<file path="src/rtl/vbi_pkg.sv">
package vbi_pkg;
  localparam int CG_BITS = 20;
  localparam int WS_BITS = 14;
  localparam int SLOT_W  = $clog2(CG_BITS + 2);

  typedef enum logic [1:0] {INS_NONE = 2'd0, INS_CG = 2'd1, INS_WS = 2'd2} ins_kind_t;

  // Number of bit cells sent for a format (reference cell included).
  function automatic logic [SLOT_W-1:0] slot_count(input ins_kind_t kind);
    case (kind)
      INS_CG:  slot_count = SLOT_W'(CG_BITS + 1);
      INS_WS:  slot_count = SLOT_W'(WS_BITS);
      default: slot_count = '0;
    endcase
  endfunction

  // Logic level carried by a given cell.
  function automatic logic slot_level(input ins_kind_t kind, input logic [SLOT_W-1:0] slot,
                                      input logic [CG_BITS-1:0] cg, input logic [WS_BITS-1:0] ws);
    logic [SLOT_W-1:0] idx;
    slot_level = 1'b0;
    idx = slot - 1'b1;
    if (kind == INS_CG) begin
      if (slot == '0) slot_level = 1'b1;
      else            slot_level = cg[idx];
    end else if (kind == INS_WS) begin
      if (slot < SLOT_W'(WS_BITS)) slot_level = ws[slot[3:0]];
    end
  endfunction
endpackage

</file>
<file path="src/rtl/vbi_field_gate.sv">
module vbi_field_gate
  import vbi_pkg::*;
#(
  parameter int LW      = 10,
  parameter int CG_LINE = 20,
  parameter int WS_LINE = 23
) (
  input  logic [LW-1:0] line_num,
  input  logic          field_odd,
  input  logic          std_pal,
  input  logic          cg_en_odd,
  input  logic          cg_en_even,
  input  logic          ws_en,
  output ins_kind_t     kind
);
  localparam logic [LW-1:0] CG_L = LW'(CG_LINE);
  localparam logic [LW-1:0] WS_L = LW'(WS_LINE);

  logic field_ok;
  assign field_ok = field_odd ? cg_en_odd : cg_en_even;

  always_comb begin
    kind = INS_NONE;
    if (!std_pal && line_num == CG_L && field_ok) kind = INS_CG;
    else if (std_pal && line_num == WS_L && ws_en) kind = INS_WS;
  end
endmodule

</file>
<file path="src/rtl/vbi_line_latch.sv">
module vbi_line_latch
  import vbi_pkg::*;
(
  input  logic               clk,
  input  logic               rst_n,
  input  logic               line_start,
  input  ins_kind_t          kind_in,
  input  logic [CG_BITS-1:0] cg_in,
  input  logic [WS_BITS-1:0] ws_in,
  output ins_kind_t          kind_q,
  output logic [CG_BITS-1:0] cg_q,
  output logic [WS_BITS-1:0] ws_q
);
  always_ff @(posedge clk or negedge rst_n) begin
    if (!rst_n) begin
      kind_q <= INS_NONE;
      cg_q   <= '0;
      ws_q   <= '0;
    end else if (line_start) begin
      kind_q <= kind_in;
      cg_q   <= cg_in;
      ws_q   <= ws_in;
    end
  end
endmodule

</file>
<file path="src/rtl/vbi_slot_timer.sv">
module vbi_slot_timer
  import vbi_pkg::*;
#(
  parameter int OFFSET = 16,
  parameter int BITW   = 8
) (
  input  logic              clk,
  input  logic              rst_n,
  input  logic              line_start,
  input  logic [SLOT_W-1:0] nslots,
  output logic              in_win,
  output logic [SLOT_W-1:0] slot
);
  localparam int OW = $clog2(OFFSET + 1);
  localparam int PW = (BITW > 1) ? $clog2(BITW) : 1;
  localparam logic [OW-1:0] LEAD_END = OW'(OFFSET);
  localparam logic [PW-1:0] PH_END   = PW'(BITW - 1);

  logic [OW-1:0]     lead_q, lead_cur;
  logic [PW-1:0]     ph_q;
  logic [SLOT_W-1:0] slot_q;
  logic              lead_done;

  assign lead_cur  = line_start ? '0 : lead_q;
  assign lead_done = (lead_cur == LEAD_END);
  assign in_win    = lead_done && (slot_q < nslots);
  assign slot      = slot_q;

  always_ff @(posedge clk or negedge rst_n) begin
    if (!rst_n) begin
      lead_q <= LEAD_END;
      ph_q   <= '0;
      slot_q <= '0;
    end else begin
      lead_q <= lead_done ? lead_cur : lead_cur + 1'b1;
      if (line_start) begin
        ph_q   <= '0;
        slot_q <= '0;
      end else if (in_win) begin
        if (ph_q == PH_END) begin
          ph_q   <= '0;
          slot_q <= slot_q + 1'b1;
        end else begin
          ph_q <= ph_q + 1'b1;
        end
      end
    end
  end
endmodule

</file>
<file path="src/rtl/vbi_cp_inserter.sv">
module vbi_cp_inserter
  import vbi_pkg::*;
#(
  parameter int DW      = 10,
  parameter int LW      = 10,
  parameter int OFFSET  = 16,
  parameter int BITW    = 8,
  parameter int CG_LINE = 20,
  parameter int WS_LINE = 23
) (
  input  logic          clk,
  input  logic          rst_n,
  input  logic          line_start,
  input  logic [LW-1:0] line_num,
  input  logic          field_odd,
  input  logic          std_pal,
  input  logic          cg_en_odd,
  input  logic          cg_en_even,
  input  logic          ws_en,
  input  logic [19:0]   cg_word,
  input  logic [13:0]   ws_word,
  input  logic [DW-1:0] high_code,
  input  logic [DW-1:0] blank_code,
  input  logic [DW-1:0] video_in,
  output logic [DW-1:0] video_out
);
  ins_kind_t          kind_d, kind_q;
  logic [CG_BITS-1:0] cg_q;
  logic [WS_BITS-1:0] ws_q;
  logic [SLOT_W-1:0]  nslots, slot;
  logic               in_win, level;

  vbi_field_gate #(.LW(LW), .CG_LINE(CG_LINE), .WS_LINE(WS_LINE)) u_gate (
    .line_num(line_num), .field_odd(field_odd), .std_pal(std_pal),
    .cg_en_odd(cg_en_odd), .cg_en_even(cg_en_even), .ws_en(ws_en), .kind(kind_d));

  vbi_line_latch u_latch (
    .clk(clk), .rst_n(rst_n), .line_start(line_start), .kind_in(kind_d),
    .cg_in(cg_word), .ws_in(ws_word), .kind_q(kind_q), .cg_q(cg_q), .ws_q(ws_q));

  assign nslots = slot_count(kind_q);

  vbi_slot_timer #(.OFFSET(OFFSET), .BITW(BITW)) u_timer (
    .clk(clk), .rst_n(rst_n), .line_start(line_start), .nslots(nslots),
    .in_win(in_win), .slot(slot));

  assign level = slot_level(kind_q, slot, cg_q, ws_q);

  always_ff @(posedge clk or negedge rst_n) begin
    if (!rst_n)      video_out <= '0;
    else if (in_win) video_out <= level ? high_code : blank_code;
    else             video_out <= video_in;
  end
endmodule

</file>
<file path="config.mk">
export PLATFORM = sky130hd
export DESIGN_NAME = vbi_cp_inserter
export DESIGN_NICKNAME = d
export VERILOG_FILES = /design/src/rtl/vbi_pkg.sv /design/src/rtl/vbi_field_gate.sv /design/src/rtl/vbi_line_latch.sv /design/src/rtl/vbi_slot_timer.sv /design/src/rtl/vbi_cp_inserter.sv
export SDC_FILE = /design/constraint.sdc
export NUM_CORES = 1
export LEC_CHECK = 0
export BUFFER_PORTS_ARGS = -buffer_cell sky130_fd_sc_hd__buf_4
export CAP_MARGIN = 20
export CORE_ASPECT_RATIO = 1.5
export CORE_MARGIN = 5
export CORE_UTILIZATION = 47
export CTS_BUF_LIST = sky130_fd_sc_hd__clkbuf_16
export DETAILED_ROUTE_END_ITERATION = 10
export PLACE_DENSITY = 0.74
export RECOVER_POWER = 25
export SYNTH_ARGS = -nofsm -noshare
export SYNTH_HDL_FRONTEND = slang
export SYNTH_SLANG_ARGS = --single-unit
</file>
<file path="constraint.sdc">
create_clock -name clk -period 2.45 [get_ports clk]
set_input_delay 0.49 -clock clk [delete_from_list [all_inputs] [get_ports clk]]
set_output_delay 0.49 -clock clk [all_outputs]
set_load 0.02 [all_outputs]
</file>
# ---- Word level (Yosys, flattened, before mapping)
# Index checks and enable logic that the tools add are counted.
dict set report classes {
  addsub 4
  n_lt_le_gt_ge 4
  mux 22
  n_eq_ne 6
  reduce_logical 10
}
# op n
set op_table {}
lappend op_table {{2-to-1 mux 5 bit} 5}
lappend op_table {{equality test 10 x 5 -> 1 bit (second input constant)} 2}
lappend op_table {{2-to-1 mux 10 bit} 2}
lappend op_table {{adder 5 x 1 -> 5 bit (second input constant)} 2}
lappend op_table {{case mux 5 bit (2 select lines)} 1}
lappend op_table {{2-to-1 mux 3 bit} 3}
lappend op_table {{2-to-1 mux 1 bit} 7}
lappend op_table {{< comparator 5 x 6 -> 1 bit (second input constant)} 1}
lappend op_table {{binary-select mux 1 bit (select 5 bit)} 1}
lappend op_table {{equality test 5 bit (second input constant)} 1}
lappend op_table {{logical AND 1 bit} 5}
lappend op_table {{logical NOT 5 bit} 1}
lappend op_table {{< comparator 4 x 5 -> 1 bit (second input constant)} 1}
lappend op_table {{< comparator 5 x 4 -> 1 bit (second input constant)} 1}
lappend op_table {{< comparator 5 bit} 1}
lappend op_table {{subtractor 5 x 1 -> 5 bit (second input constant)} 1}
lappend op_table {{binary-select mux 1 bit (select 4 bit)} 1}
lappend op_table {{2-to-1 mux 2 bit} 2}
lappend op_table {{nonzero test 2 bit} 2}
lappend op_table {{adder 3 x 1 -> 3 bit (second input constant)} 1}
lappend op_table {{equality test 3 bit (second input constant)} 1}
lappend op_table {{equality test 2 x 1 -> 1 bit (second input constant)} 1}
lappend op_table {{equality test 2 bit (second input constant)} 1}
lappend op_table {{AND reduction 2 bit} 1}
lappend op_table {{logical NOT 1 bit} 1}
dict set report word_totals {
  out_inout_bits 10
  regBits 59
  input_bits 82
  wordCells 53
}

# ---- Logic depth before layout (Yosys ltp)
dict set report depth {
  depth_word 7
  mapped_depth 12
  ltp_nobuf 10
}

# ---- Cells and area by module
# A second synthesis with hierarchy kept.
dict set report hier_totals {
  hier_cells 267
  area_unflattened_um2 3399.5
}
# mod instances area_per_inst_um2 cells_per_inst
set modules_own_cells {}
lappend modules_own_cells {vbi_line_latch 1 1490.2 76}
lappend modules_own_cells {vbi_cp_inserter 1 1028.5 105}
lappend modules_own_cells {vbi_slot_timer 1 827.0 79}
lappend modules_own_cells {vbi_field_gate 1 53.8 7}

# ---- Worst setup path before layout
# No wires, ideal clock.
dict set report synth_timing {
  kind {register -> register}
  startpoint {register u_timer.slot_q[0], in the netlist u_timer.slot[0]}
  endpoint {register video_out[0]}
  path_stages_with_launch 13
  setup_slack_ps -32
  t_arrival_ps 2345
  period_less_slack_ps 2482
  t_required_ps 2313
  cell_sequence {dfrtp_1 buf_6 buf_2 inv_1 ha_1 mux4_1 and3_1 o21ai_1 o221ai_2 a21oi_2 buf_6 mux2i_1 a21oi_1}
}
dict set report synth_between {
  elab_chain_cells 7
  word_cells_on_any_way 15
  cone_classes {add/sub: 1; order compare: 2; mux: 10; reduce/logical: 2}
}
# element line
set synth_rtl {}
lappend synth_rtl {{start: declaration} vbi_slot_timer.sv:21} ;# logic [SLOT_W-1:0] slot_q;
lappend synth_rtl {{start signal: assignment} vbi_slot_timer.sv:42} ;# slot_q <= slot_q + 1'b1;
lappend synth_rtl {{subtractor 5 x 1 -> 5 bit / binary-select mux 1 bit (select 4 bit) (equally long branches)} {vbi_pkg.sv:22, vbi_pkg.sv:27}}
lappend synth_rtl {{binary-select mux 1 bit (select 5 bit) / 2-to-1 mux 1 bit (equally long branches)} {vbi_pkg.sv:25, vbi_pkg.sv:27}}
lappend synth_rtl {{2-to-1 mux 1 bit (on tied branches)} {vbi_pkg.sv:25, vbi_pkg.sv:27}}
lappend synth_rtl {{2-to-1 mux 1 bit (on tied branches)} {vbi_pkg.sv:24, vbi_pkg.sv:26}}
lappend synth_rtl {{2-to-1 mux 1 bit} vbi_pkg.sv:23} ;# if (kind == INS_CG) begin
lappend synth_rtl {{2-to-1 mux 10 bit} vbi_cp_inserter.sv:51} ;# else if (in_win) video_out <= level ? high_code : blank_code;
lappend synth_rtl {{2-to-1 mux 10 bit (*)} vbi_cp_inserter.sv:51}
lappend synth_rtl {{end signal: assignment} vbi_cp_inserter.sv:51}
lappend synth_rtl {{end signal: assignment} vbi_cp_inserter.sv:52} ;# else video_out <= video_in;
lappend synth_rtl {{end: declaration} vbi_cp_inserter.sv:25} ;# output logic [DW-1:0] video_out
# Every way passes the cells marked *; elsewhere a longest branch is shown, timed or not. The select of a mux whose other input is x is not followed.
# A chain may end at the register's enable or synchronous reset.

# ---- Final worst setup path
dict set report layout_timing {
  startpoint {register u_timer.slot_q[0], in the netlist u_timer.slot[0]}
  endpoint {register video_out[2]}
}
# Same word-level chain as after synthesis.

==> reports/results.txt <==
Hold_buf cts - 0
Critical Path RT - 2650 ps
Largest stage delay on the critical path - 540 ps
Vias - 2387
Width of the die - 76.2 microns
Core box area - 0.00644 sq mm
Delay-heaviest family, CP - multiplexers
Reg clk slew, reported paths - 50 ps
ANT nets after route - 0
Syn Area/Cell - 12.0 sq um
Sw frac - 21.6%
Worst VDD drop - 480 uV
Max H-tree Level - 3
Chip height - 109 microns
Clock root buffer - clkbuf_16
Register bit count reported by yosys - 59
Initial antenna violation count - 0
Distinct cell type count after synthesis - 45
Clock Sinks - 59
Reg area - 0.00148 sq mm
Crit-path slowest cell - mux4_1
Synth area leaders - dfrtp_1, mux2_2, ha_1
Net Sw Power - 0.000546 W
Setup WS pre-CTS - 11.9 ps
CP Launch Type - flop
Slew headroom - 1.98%
Die area - 0.00833 sq mm
Area after DPL - 0.00391 sq mm
Vias in the first global route - 2564
GP Congestion - 0.790
Ant diodes - 0
Pre-antenna DRT Iters - 4
Fmax achieved - 417 MHz
Area of the multi-input gates - 0.00153 sq mm
Critical path type - reg -> reg
Clock power share - 46.1%
Total CTS buffers - 9
Final Hold Viols - 0
Combinational share of power - 11.1%
Cell Pwr Density - 596 mW/mm^2
Predominant post-synthesis flop cell - dfrtp_1
Post-Syn Instances - 258
Worst path arrival time - 2590 ps
Top-level port count - 92
Drc violations - 0
DRT iter0 DRCs - 97
Critical Path Fanout Max - 7
Status - complete, no violations
Yosys top cell by area - dfrtp_1
Worst Path Buf+Inv - 2
Synth async-reset ratio - 100%
CTS tree - built
Num rows - 36
Share of layout cells above drive strength 1 - 45.6%
Max Cap Viol - 0
Worst-Margin Slew - 1470 ps
Clk Latency, worst-skew pair - 330 ps
Final Max Tran Viols - 0
Synth top area share - 47.0%
Number of synthesized flops with an enable pin - 0
Fillers - 510
Fin crit period - 2400 ps
Seq pwr share - 42.9%
Synth Net Count - 353
Design Area, Final - 0.00424 sq mm
Hold Path Class - in -> reg
Initial Utilization - 48.0%
Setup_tns - 0 ps
PortBufs - 91
Critical path cell sequence - buf_6, mux4_1, and3_1, o21ai_2, o221ai_2, a21oi_4, clkbuf_16, mux2i_1, a21oi_1
Area growth, synth to finish - 37.3%
Syn Std Cell Area - 0.00309 sq mm
First-pass GRT wire length - 11600 microns
Pint - 0.00198 W
Congestion Overflow GR - 0
Routed WL - 7200 microns
Leakage power - 2.01 nW
Post-DP HPWL - 5190 microns
Vias per cell - 5.43
Worst Setup End Kind - flop
Wirelength per Cell - 16.4 microns
Maximum clock insertion buffer count - 2
Final setup fails - 0
Final worst slack - 53.7 ps
Clk_skew - 6.01 ps
Post-synthesis sequential area ratio - 47.8%
YS warnings - 0
Largest net degree at the start of global routing - 60
GRT Total Usage - 17.6%
Period utilization - 97.8%
Nets - 456
-- cell usage in the layout, fill, tap and decap left out, types with 3 or more instances in the layout --
cell type / instances
nand2_1: 11
nand4_1: 4
nor2_1: 19
clkbuf_16: 10
xnor2_1: 4
xor2_1: 4
inv_1: 10
mux4_2: 3
nand2b_1: 5
mux2i_1: 16
buf_4: 102
nand3_1: 4
nor4b_1: 3
ha_1: 12
mux4_1: 3
o2111ai_1: 3
o21ai_0: 4
a21oi_1: 14
dfrtp_1: 58
clkinv_1: 3
mux2_2: 36
-- synth_stat cells, types with 3 or more instances --
master / instances
a21oi_1: 15
clkbuf_1: 9
dfrtp_1: 58
ha_1: 13
inv_1: 10
mux2_2: 36
mux2i_1: 16
mux4_1: 4
nand2_1: 11
nand2b_1: 5
nand3_1: 4
nand4_1: 4
nor2_1: 19
nor4b_1: 3
o2111ai_1: 3
o21ai_0: 5
xnor2_1: 4
xor2_1: 4
-- state kept, by name, summed over array words and instances, names as in the netlist --
register / cells
u_latch.kind_q: 2
u_latch.cg_q: 20
video_out: 10
u_timer.slot: 5
u_timer.ph_q: 3
u_latch.ws_q: 14
u_timer.lead_q: 5
-- power by group through the flow --
stage / sequential, W / clock (W) / combinational, W
after floorplan: 0.00110 / 0 / 0.000120
after global placement: 0.00110 / 0 / 0.000275
after detailed placement: 0.00110 / 0 / 0.000282
after CTS: 0.00109 / 0.00119 / 0.000285
after global routing: 0.00109 / 0.00124 / 0.000308
final: 0.00109 / 0.00117 / 0.000280
-- kinds of logic (layout without fill, tap and decap cells) --
| kind of cell | count (synthesis) | in the layout | share of synthesized area (%) |
|---|---|---|---|
| simple gates | 61 | 61 | 10.6 |
| flops | 59 | 59 | 47.8 |
| mux | 58 | 58 | 23.2 |
| compound gates | 35 | 35 | 7.37 |
| buf+inv | 24 | 130 | 3.56 |
| fa+ha+maj | 13 | 13 | 5.26 |
| xor+xnor | 8 | 8 | 2.27 |
-- per-layer routing --
metal | vias to the layer above | wire, microns | track usage, %
met1 | 1165 | 2670 | 18.3
met5 | - | 0 | 0
met2 | 69 | 4030 | 32.0
met3 | 14 | 350 | 5.33
li1 | 1139 | - | -
met4 | 0 | 154 | 8.75
-- metrics by stage --
stage,instances,power [W],hold WS [ps],utilization (%)
2_1_floorplan,258,0.00122,194,-
3_3_place_gp,424,0.00137,484,60.6
3_5_place_dp,424,0.00138,492,60.6
4_1_cts,438,0.00256,256,64.9
5_1_grt,440,0.00264,368,65.9
6_report,440,0.00253,367,65.9
-- worst register-to-register path: cells and delay by family (launching register included) --
| kind | cells | cell delay [ps] |
|---|---|---|
| mux | 2 | 720 |
| compound gates | 4 | 590 |
| flops | 1 | 400 |
| buf+inv | 2 | 350 |
| simple gates | 1 | 210 |
-- worst paths after layout --
kind                                 startpoint              end  slack, ps  depth (start not counted)
worst max register to register  u_timer.slot[0]     video_out[2]         50                          9
worst max-delay path            u_timer.slot[0]     video_out[2]         50                          9
max in group asynchronous                 rst_n  u_latch.cg_q[2]       1050                          1
min in group asynchronous                 rst_n  u_latch.ws_q[0]        500                          1
worst min register to register  u_latch.ws_q[1]  u_latch.ws_q[1]        500                          1
worst min-delay path                 line_start  u_timer.slot[4]        370                          2
-- area by class of cell --
cell class | count | share of cell area, %
clock inverters | 5 | 1.09
flip-flops and latches | 59 | 34.8
clock buffers | 9 | 5.31
repair buffers | 106 | 19.5
inverters | 10 | 0.885
well taps | 76 | 2.24
multi-input cells | 175 | 36.2
-- timing repair --
| action | 4_1_cts | 5_1_grt |
|---|---|---|
| resized for setup | 1 | 8 |
| pin swaps | 0 | 3 |
| buffers inserted | 0 | 1 |
| gates cloned | 0 | 1 |
| endpoints found under the setup margin | 3 | 11 |
Power figures use the tool's default switching activity.
